[config.mk]
export PLATFORM = sky130hd
export DESIGN_NAME = rtc_serial_slave
export DESIGN_NICKNAME = d
export VERILOG_FILES = /design/src/rtl/rtc_serial_pkg.sv /design/src/rtl/rtc_serial_ctrl.sv /design/src/rtl/rtc_bcd_clock.sv /design/src/rtl/rtc_serial_datapath.sv /design/src/rtl/rtc_serial_slave.sv
export SDC_FILE = /design/constraint.sdc
export NUM_CORES = 1
export LEC_CHECK = 0
export BUFFER_PORTS_ARGS = -buffer_cell sky130_fd_sc_hd__buf_4
export CORE_MARGIN = 2
export CORE_UTILIZATION = 35
export CTS_BUF_LIST = sky130_fd_sc_hd__clkbuf_16
export CTS_CLUSTER_DIAMETER = 120
export CTS_CLUSTER_SIZE = 14
export DETAILED_ROUTE_END_ITERATION = 8
export GPL_TIMING_DRIVEN = 0
export PLACE_DENSITY_LB_ADDON = 0.2
export SLEW_MARGIN = 20
export SYNTH_ARGS = -nofsm -noshare
export SYNTH_HDL_FRONTEND = slang
export SYNTH_SLANG_ARGS = --single-unit
[constraint.sdc]
create_clock -name clk -period 2.9 [get_ports clk]
set_input_delay 0.435 -clock clk [delete_from_list [all_inputs] [get_ports clk]]
set_output_delay 0.435 -clock clk [all_outputs]
set_load 0.01 [all_outputs]
[src/rtl/rtc_serial_pkg.sv]
package rtc_serial_pkg;
  localparam int BYTE_W    = 8;
  localparam int SEL_W     = $clog2(BYTE_W);
  localparam int LAST_PH   = 2 * BYTE_W - 1;
  localparam int PHASE_W   = $clog2(LAST_PH + 2);

  typedef struct packed {
    logic             wrShift;    // data phase edge of a write
    logic             rdShift;    // data phase edge of a read
    logic             rdDrive;    // read data phase in progress
    logic             storeRam;   // final edge of a RAM write
    logic             storeCtrl;  // final edge of a control write
    logic [SEL_W-1:0] bitSel;     // bit of the selected byte to drive
  } rtcStrobe_t;

  function automatic logic cmdIsWrite(input logic [BYTE_W-1:0] c);
    return (c >= 8'h80 && c <= 8'h9F) || (c == 8'hB1);
  endfunction

  function automatic logic [7:0] bcdNext(input logic [7:0] v, input logic [7:0] last);
    logic [7:0] n;
    if (v == last)          n = 8'h00;
    else if (v[3:0] == 4'd9) n = {v[7:4] + 4'd1, 4'd0};
    else                    n = v + 8'd1;
    return n;
  endfunction
endpackage

[src/rtl/rtc_serial_ctrl.sv]
module rtc_serial_ctrl
  import rtc_serial_pkg::*;
(
  input  logic               clk,
  input  logic               rstN,
  input  logic               chipEn,
  input  logic               serClk,
  input  logic               serDataIn,
  output logic               sclkEdge,
  output logic [PHASE_W-1:0] phase,
  output logic [BYTE_W-1:0]  cmdByte,
  output rtcStrobe_t         strobe
);
  localparam logic [PHASE_W-1:0] CMD_PHASES = PHASE_W'(BYTE_W);
  localparam logic [PHASE_W-1:0] LAST_PHASE = PHASE_W'(LAST_PH);
  localparam logic [SEL_W-1:0]   TOP_BIT    = SEL_W'(BYTE_W - 1);

  logic serClkQ;
  logic inData;
  logic isWrite;
  logic [PHASE_W-1:0] dataIdx;

  always_ff @(posedge clk) begin
    if (!rstN) serClkQ <= 1'b0;
    else       serClkQ <= serClk;
  end

  assign sclkEdge = serClk & ~serClkQ;

  always_ff @(posedge clk) begin
    if (!rstN || !chipEn)
      phase <= '0;
    else if (sclkEdge && phase <= LAST_PHASE)
      phase <= phase + 1'b1;
  end

  always_ff @(posedge clk) begin
    if (!rstN)
      cmdByte <= '0;
    else if (chipEn && sclkEdge && phase < CMD_PHASES)
      cmdByte <= {cmdByte[BYTE_W-2:0], serDataIn};
  end

  always_comb begin
    inData  = chipEn && (phase >= CMD_PHASES) && (phase <= LAST_PHASE);
    isWrite = cmdIsWrite(cmdByte);
    dataIdx = phase - CMD_PHASES;
    strobe.wrShift   = inData && sclkEdge && isWrite;
    strobe.rdShift   = inData && sclkEdge && !isWrite;
    strobe.rdDrive   = inData && !isWrite;
    strobe.storeRam  = strobe.wrShift && (phase == LAST_PHASE) && (cmdByte[7:5] == 3'b100);
    strobe.storeCtrl = strobe.wrShift && (phase == LAST_PHASE) && (cmdByte == 8'hB1);
    strobe.bitSel    = TOP_BIT - dataIdx[SEL_W-1:0];
  end
endmodule

[src/rtl/rtc_bcd_clock.sv]
module rtc_bcd_clock
  import rtc_serial_pkg::*;
#(
  parameter logic [7:0] DAY_INIT  = 8'h01,
  parameter logic [7:0] MON_INIT  = 8'h01,
  parameter logic [7:0] YEAR_INIT = 8'h00
) (
  input  logic       clk,
  input  logic       rstN,
  input  logic       secTick,
  output logic [7:0] timeSec,
  output logic [7:0] timeMin,
  output logic [7:0] timeHour,
  output logic [7:0] timeDay,
  output logic [7:0] timeMon,
  output logic [7:0] timeYear
);
  localparam logic [7:0] SEC_LAST  = 8'h59;
  localparam logic [7:0] MIN_LAST  = 8'h59;
  localparam logic [7:0] HOUR_LAST = 8'h23;

  logic wrapSec;
  logic wrapMin;

  assign wrapSec = secTick && (timeSec == SEC_LAST);
  assign wrapMin = wrapSec && (timeMin == MIN_LAST);

  always_ff @(posedge clk) begin
    if (!rstN) begin
      timeSec  <= 8'h00;
      timeMin  <= 8'h00;
      timeHour <= 8'h00;
    end else begin
      if (secTick) timeSec  <= bcdNext(timeSec, SEC_LAST);
      if (wrapSec) timeMin  <= bcdNext(timeMin, MIN_LAST);
      if (wrapMin) timeHour <= bcdNext(timeHour, HOUR_LAST);
    end
  end

  assign timeDay  = DAY_INIT;
  assign timeMon  = MON_INIT;
  assign timeYear = YEAR_INIT;
endmodule

[src/rtl/rtc_serial_datapath.sv]
module rtc_serial_datapath
  import rtc_serial_pkg::*;
#(
  parameter int          RAM_DEPTH   = 32,
  parameter logic [7:0]  STATUS_INIT = 8'h98
) (
  input  logic              clk,
  input  logic              rstN,
  input  rtcStrobe_t        strobe,
  input  logic [BYTE_W-1:0] cmdByte,
  input  logic              serDataIn,
  input  logic [7:0]        timeSec,
  input  logic [7:0]        timeMin,
  input  logic [7:0]        timeHour,
  input  logic [7:0]        timeDay,
  input  logic [7:0]        timeMon,
  input  logic [7:0]        timeYear,
  output logic              serDataOut,
  output logic              serDataOe,
  output logic [BYTE_W-1:0] retValue
);
  localparam int ADDR_W = $clog2(RAM_DEPTH);

  logic [BYTE_W-1:0] ram [RAM_DEPTH];
  logic [BYTE_W-1:0] ctrlReg;
  logic [BYTE_W-1:0] wrValue;
  logic [BYTE_W-1:0] wrWord;
  logic [BYTE_W-1:0] selByte;
  logic [BYTE_W-1:0] timeByte;
  logic              drvBit;

  assign wrWord = {wrValue[BYTE_W-2:0], serDataIn};

  always_ff @(posedge clk) begin
    if (!rstN) begin
      wrValue <= '0;
      ctrlReg <= '0;
      for (int i = 0; i < RAM_DEPTH; i++) ram[i] <= '0;
    end else begin
      if (strobe.wrShift)   wrValue <= wrWord;
      if (strobe.storeCtrl) ctrlReg <= wrWord;
      if (strobe.storeRam)  ram[cmdByte[ADDR_W-1:0]] <= wrWord;
    end
  end

  always_comb begin
    case (cmdByte[3:0])
      4'h0:    timeByte = timeSec;
      4'h1:    timeByte = timeMin;
      4'h2:    timeByte = timeHour;
      4'h4:    timeByte = timeDay;
      4'h5:    timeByte = timeMon;
      4'h6:    timeByte = timeYear;
      default: timeByte = 8'h00;
    endcase
    if (cmdByte[BYTE_W-1:ADDR_W] == '0)
      selByte = ram[cmdByte[ADDR_W-1:0]];
    else if (cmdByte[7:4] == 4'h2)
      selByte = timeByte;
    else if (cmdByte == 8'h30)
      selByte = STATUS_INIT;
    else if (cmdByte == 8'h31)
      selByte = ctrlReg;
    else
      selByte = 8'h00;
  end

  assign drvBit     = selByte[strobe.bitSel];
  assign serDataOe  = strobe.rdDrive;
  assign serDataOut = strobe.rdDrive & drvBit;

  always_ff @(posedge clk) begin
    if (!rstN)              retValue <= '0;
    else if (strobe.rdShift) retValue <= {retValue[BYTE_W-2:0], drvBit};
  end
endmodule

[src/rtl/rtc_serial_slave.sv]
module rtc_serial_slave
  import rtc_serial_pkg::*;
#(
  parameter int         RAM_DEPTH   = 32,
  parameter logic [7:0] STATUS_INIT = 8'h98,
  parameter logic [7:0] DAY_INIT    = 8'h01,
  parameter logic [7:0] MON_INIT    = 8'h01,
  parameter logic [7:0] YEAR_INIT   = 8'h00
) (
  input  logic       clk,
  input  logic       rstN,
  input  logic       chipEn,
  input  logic       serClk,
  input  logic       serDataIn,
  input  logic       secTick,
  output logic       serDataOut,
  output logic       serDataOe,
  output logic [7:0] retValue
);
  rtcStrobe_t         strobe;
  logic               sclkEdge;
  logic [PHASE_W-1:0] phase;
  logic [BYTE_W-1:0]  cmdByte;
  logic [7:0] timeSec, timeMin, timeHour, timeDay, timeMon, timeYear;

  rtc_serial_ctrl uCtrl (
    .clk(clk), .rstN(rstN), .chipEn(chipEn), .serClk(serClk),
    .serDataIn(serDataIn), .sclkEdge(sclkEdge), .phase(phase),
    .cmdByte(cmdByte), .strobe(strobe)
  );

  rtc_bcd_clock #(
    .DAY_INIT(DAY_INIT), .MON_INIT(MON_INIT), .YEAR_INIT(YEAR_INIT)
  ) uClock (
    .clk(clk), .rstN(rstN), .secTick(secTick),
    .timeSec(timeSec), .timeMin(timeMin), .timeHour(timeHour),
    .timeDay(timeDay), .timeMon(timeMon), .timeYear(timeYear)
  );

  rtc_serial_datapath #(
    .RAM_DEPTH(RAM_DEPTH), .STATUS_INIT(STATUS_INIT)
  ) uData (
    .clk(clk), .rstN(rstN), .strobe(strobe), .cmdByte(cmdByte),
    .serDataIn(serDataIn),
    .timeSec(timeSec), .timeMin(timeMin), .timeHour(timeHour),
    .timeDay(timeDay), .timeMon(timeMon), .timeYear(timeYear),
    .serDataOut(serDataOut), .serDataOe(serDataOe), .retValue(retValue)
  );
endmodule

==> results.yml <==
final_layout:
  multi_input_comb_area_mm2: 0.00689
  finalNetCount: 1370
  num_antenna_cells: 0
  areaGrowthSynthToFinish_pct: 21.5
  fin_area_mm2: 0.0192
  final_cells: 1959
  num-fill-cells: 4135
  regArea_mm2: 0.00902
  layout-drive-gt1-share: 0.240
power_and_ir_drop:
  peakVddDrop_mv: 0.405
  p_per_area_mw_per_mm2: 484
  p_leak_nw: 6.51
synthesis:
  yosys.area_share.xor_xnor: 0.00500
  synth_area_leader_cell: "edfxtp_1"
  seq_area_frac_synth: 0.571
  synth_common_cells: "and2_1 (259), edfxtp_1 (256), dfxtp_1 (66), clkbuf_1 (60), mux4_2 (59)"
  muxShareOfSynthArea: 0.118
  ys_top_cells_by_area: "edfxtp_1 (49%), and2_1 (10%), mux4_2 (8.4%)"
  synth_edf_count: 256
  ys_ff_latch: 322
  synth_top_family_by_area: "simple AND/OR/NAND/NOR gates"
  avgSynthCellArea_um2: 12.7
  synthFlopType: "edfxtp_1"
  yosysMostFrequentCell: "and2_1"
  ys_warn_count: 0
  synth_compound_area_frac: 0.0632
  synth-simple-area-share: 0.197
  yosysTopAreaCellShare: 0.488
  synthCells: 1242
  synth_nets: 1263
  synth.distinct_cells: 74
  synth_adder_area_share: 0.0119
  ys_async_sr_fraction: 0
  syn_area_mm2: 0.0158
worst_setup_path:
  path_cells: "buf_12, buf_16, buf_12, buf_4, mux4_2, mux2i_1, a221oi_1, o31a_1, o311ai_4, o311ai_4, and3_4, buf_6"
  worst-path-max-fanout: 6
  cp_num_buf_inv: 5
  cp_top_family: "compound AO/OA/AOI/OAI gates"
  rrSetupSlack_ns: -0.22
  critPathSlowestCell: "mux4_2"
  worstSetupStartpointType: "register"
  required_ns: 2.47
  endpoint_kind: "output pin"
  worst_ep_arrival_time_ns: 3.45
  max_stage_delay_ns: 0.54
  path_class: "reg2out"
placed_design:
  globalplace.congestion: 0.898
  post-dp-hpwl_um: 33100
  placed_cell_area_mm2: 0.0166
  place_ws_ns: -1.66
  dp.cells: 1848
  io_buffers: 14
outcome:
  status: "finished, violations left"
  violations: "setup timing"
floorplan:
  dieArea_mm2: 0.0468
  pin_count: 16
  row_count: 77
  dieWidth_um: 216
  initial_utilization: 0.356
  core_mm2: 0.0443
  die-height_um: 216
clock_tree:
  clockBufferDepth: 3
  cts_root_buffer: "clkbuf_16"
  cts_sinks: 322
  cts_made_buffers: 26
  path_clk_slew_ns: 0.07
  clock_latency_ns: 0.57
  cts_tree: "done"
  h-tree-depth: 1
  ctsHoldBuffers: 0
grt:
  grt_start_max_net_pins: 16
  grt_first_pass_wirelength_um: 71300
  grt_use_total: 0.207
  grt_overflow_total: 0
  grt_pass1_vias: 10508
  antenna_found_initial: 0
sta:
  fin_skew_ns: 0.0178
  hold_viol_final: 0
  timing.fmax_ghz: 0.258
  worst_slack_ns: -0.983
  fin_crit_ns: 3.88
  tightest_slew_ns: 1.02
  period_share: 1.34
  maxSlewHeadroom: 0.320
  maxSlewViolCount: 0
  setup_viol: 2
  rsz0062_at_grt: "yes"
routing:
  first_pass_iters: 6
  num_vias: 10467
  drtIter0Drc: 1012
  post-route-drc-count: 0
  viasPerCell: 5.34
  routed_wl_um: 48300
  ant_nets: 0
  wire_per_inst_um: 24.7
run:
  drv_cap: 0
min_path:
  min_path_type: "in2reg"
logic make-up (layout without fill, tap and decap cells):
kind of cell    count (synthesis)  in the layout
fa+ha+maj                      15             15
buf+inv                       111            236
mux                           112            112
compound gates                151            151
xor+xnor                        9              9
flops                         322            322
simple gates                  522            522
sequential cells by signal, summed over array words and instances (netlist names), named ones only:
register / count
uCtrl.cmdByte: 8
uData.ctrlReg: 8
uData.ram: 256
uClock.timeSec: 8
uClock.timeHour: 8
uClock.timeMin: 8
uData.wrValue: 7
uData.retValue: 8
uCtrl.serClkQ: 1
uCtrl.phase: 5
report_power, final:
part / internal [mW] / switching, mW / total, mW / leakage, nW
combinational: 0.326 / 0.391 / 0.717 / 3.10
clock: 1.67 / 1.68 / 3.35 / 0.434
sequential: 5.14 / 0.0660 / 5.21 / 2.98
total: 7.14 / 2.14 / 9.27 / 6.51
cell type report:
class                           instances  area share
Multi-Input combinational cell        809       0.359
Clock buffer                           27      0.0353
Inverter                               18     0.00353
Timing Repair Buffer                   87      0.0579
Clock inverter                         19     0.00372
Sequential cell                       322       0.471
Tap cell                              592      0.0387
Buffer                                 85      0.0307
placed cells by master, fill, tap and decap left out, types with 5 or more instances in the layout:
master and instances:
a21boi_0 14, a21oi_1 23, a22o_1 5, and2_1 259
and3_1 9, buf_12 37, buf_2 9, buf_4 52
buf_6 14, clkbuf_1 42, clkbuf_16 27, clkbuf_2 11
dfxtp_1 59, dfxtp_2 6, edfxtp_1 256, ha_1 13
inv_1 36, mux2i_1 45, mux4_2 59, nand2_1 45
nand2b_1 7, nand3_1 25, nand4_1 10, nor2_1 39
nor2_2 6, nor2_4 27, nor2b_1 41, nor3_1 12
o21ai_0 21, o21ai_4 32, or2_2 5, xnor2_1 6
worst paths after layout:
check / from / end / depth (start not counted)
hold reg to reg: uData.retValue[4] / uData.retValue[4] / 2
setup / recovery: register / serDataOut / 12
setup reg to reg: register / uData.retValue[0] / 13
hold / removal: serClk / uCtrl.serClkQ / 2
per-layer routing:
layer  wire [um]  GRT usage  up-vias
met1       21000      0.283     5325
met2       22900      0.341      317
met4        1440     0.0591        0
met3        2870     0.0319       88
li1            -          -     4737
met5           0          0        -
through the flow:
stage                     hold WS [ns]  power, mW   util  TNS [ns]
after floorplan                  0.477       5.59      -     -2.83
after global placement           0.464       5.81  0.376   -181.73
after detailed placement         0.476       5.82  0.376   -193.42
after CTS                       0.0658       9.29  0.426     -1.93
after global routing            0.0772       9.52  0.432     -3.66
final                           0.0817       9.27  0.432     -1.20
repair_timing:
action                                  4_1_cts  5_1_grt
cloned                                        2        0
buffers inserted                             53       18
pin swaps                                    38       25
endpoints found under the setup margin      515      371
gates resized for setup                     178       22
Note: power is estimated with default switching activity, not from simulation.
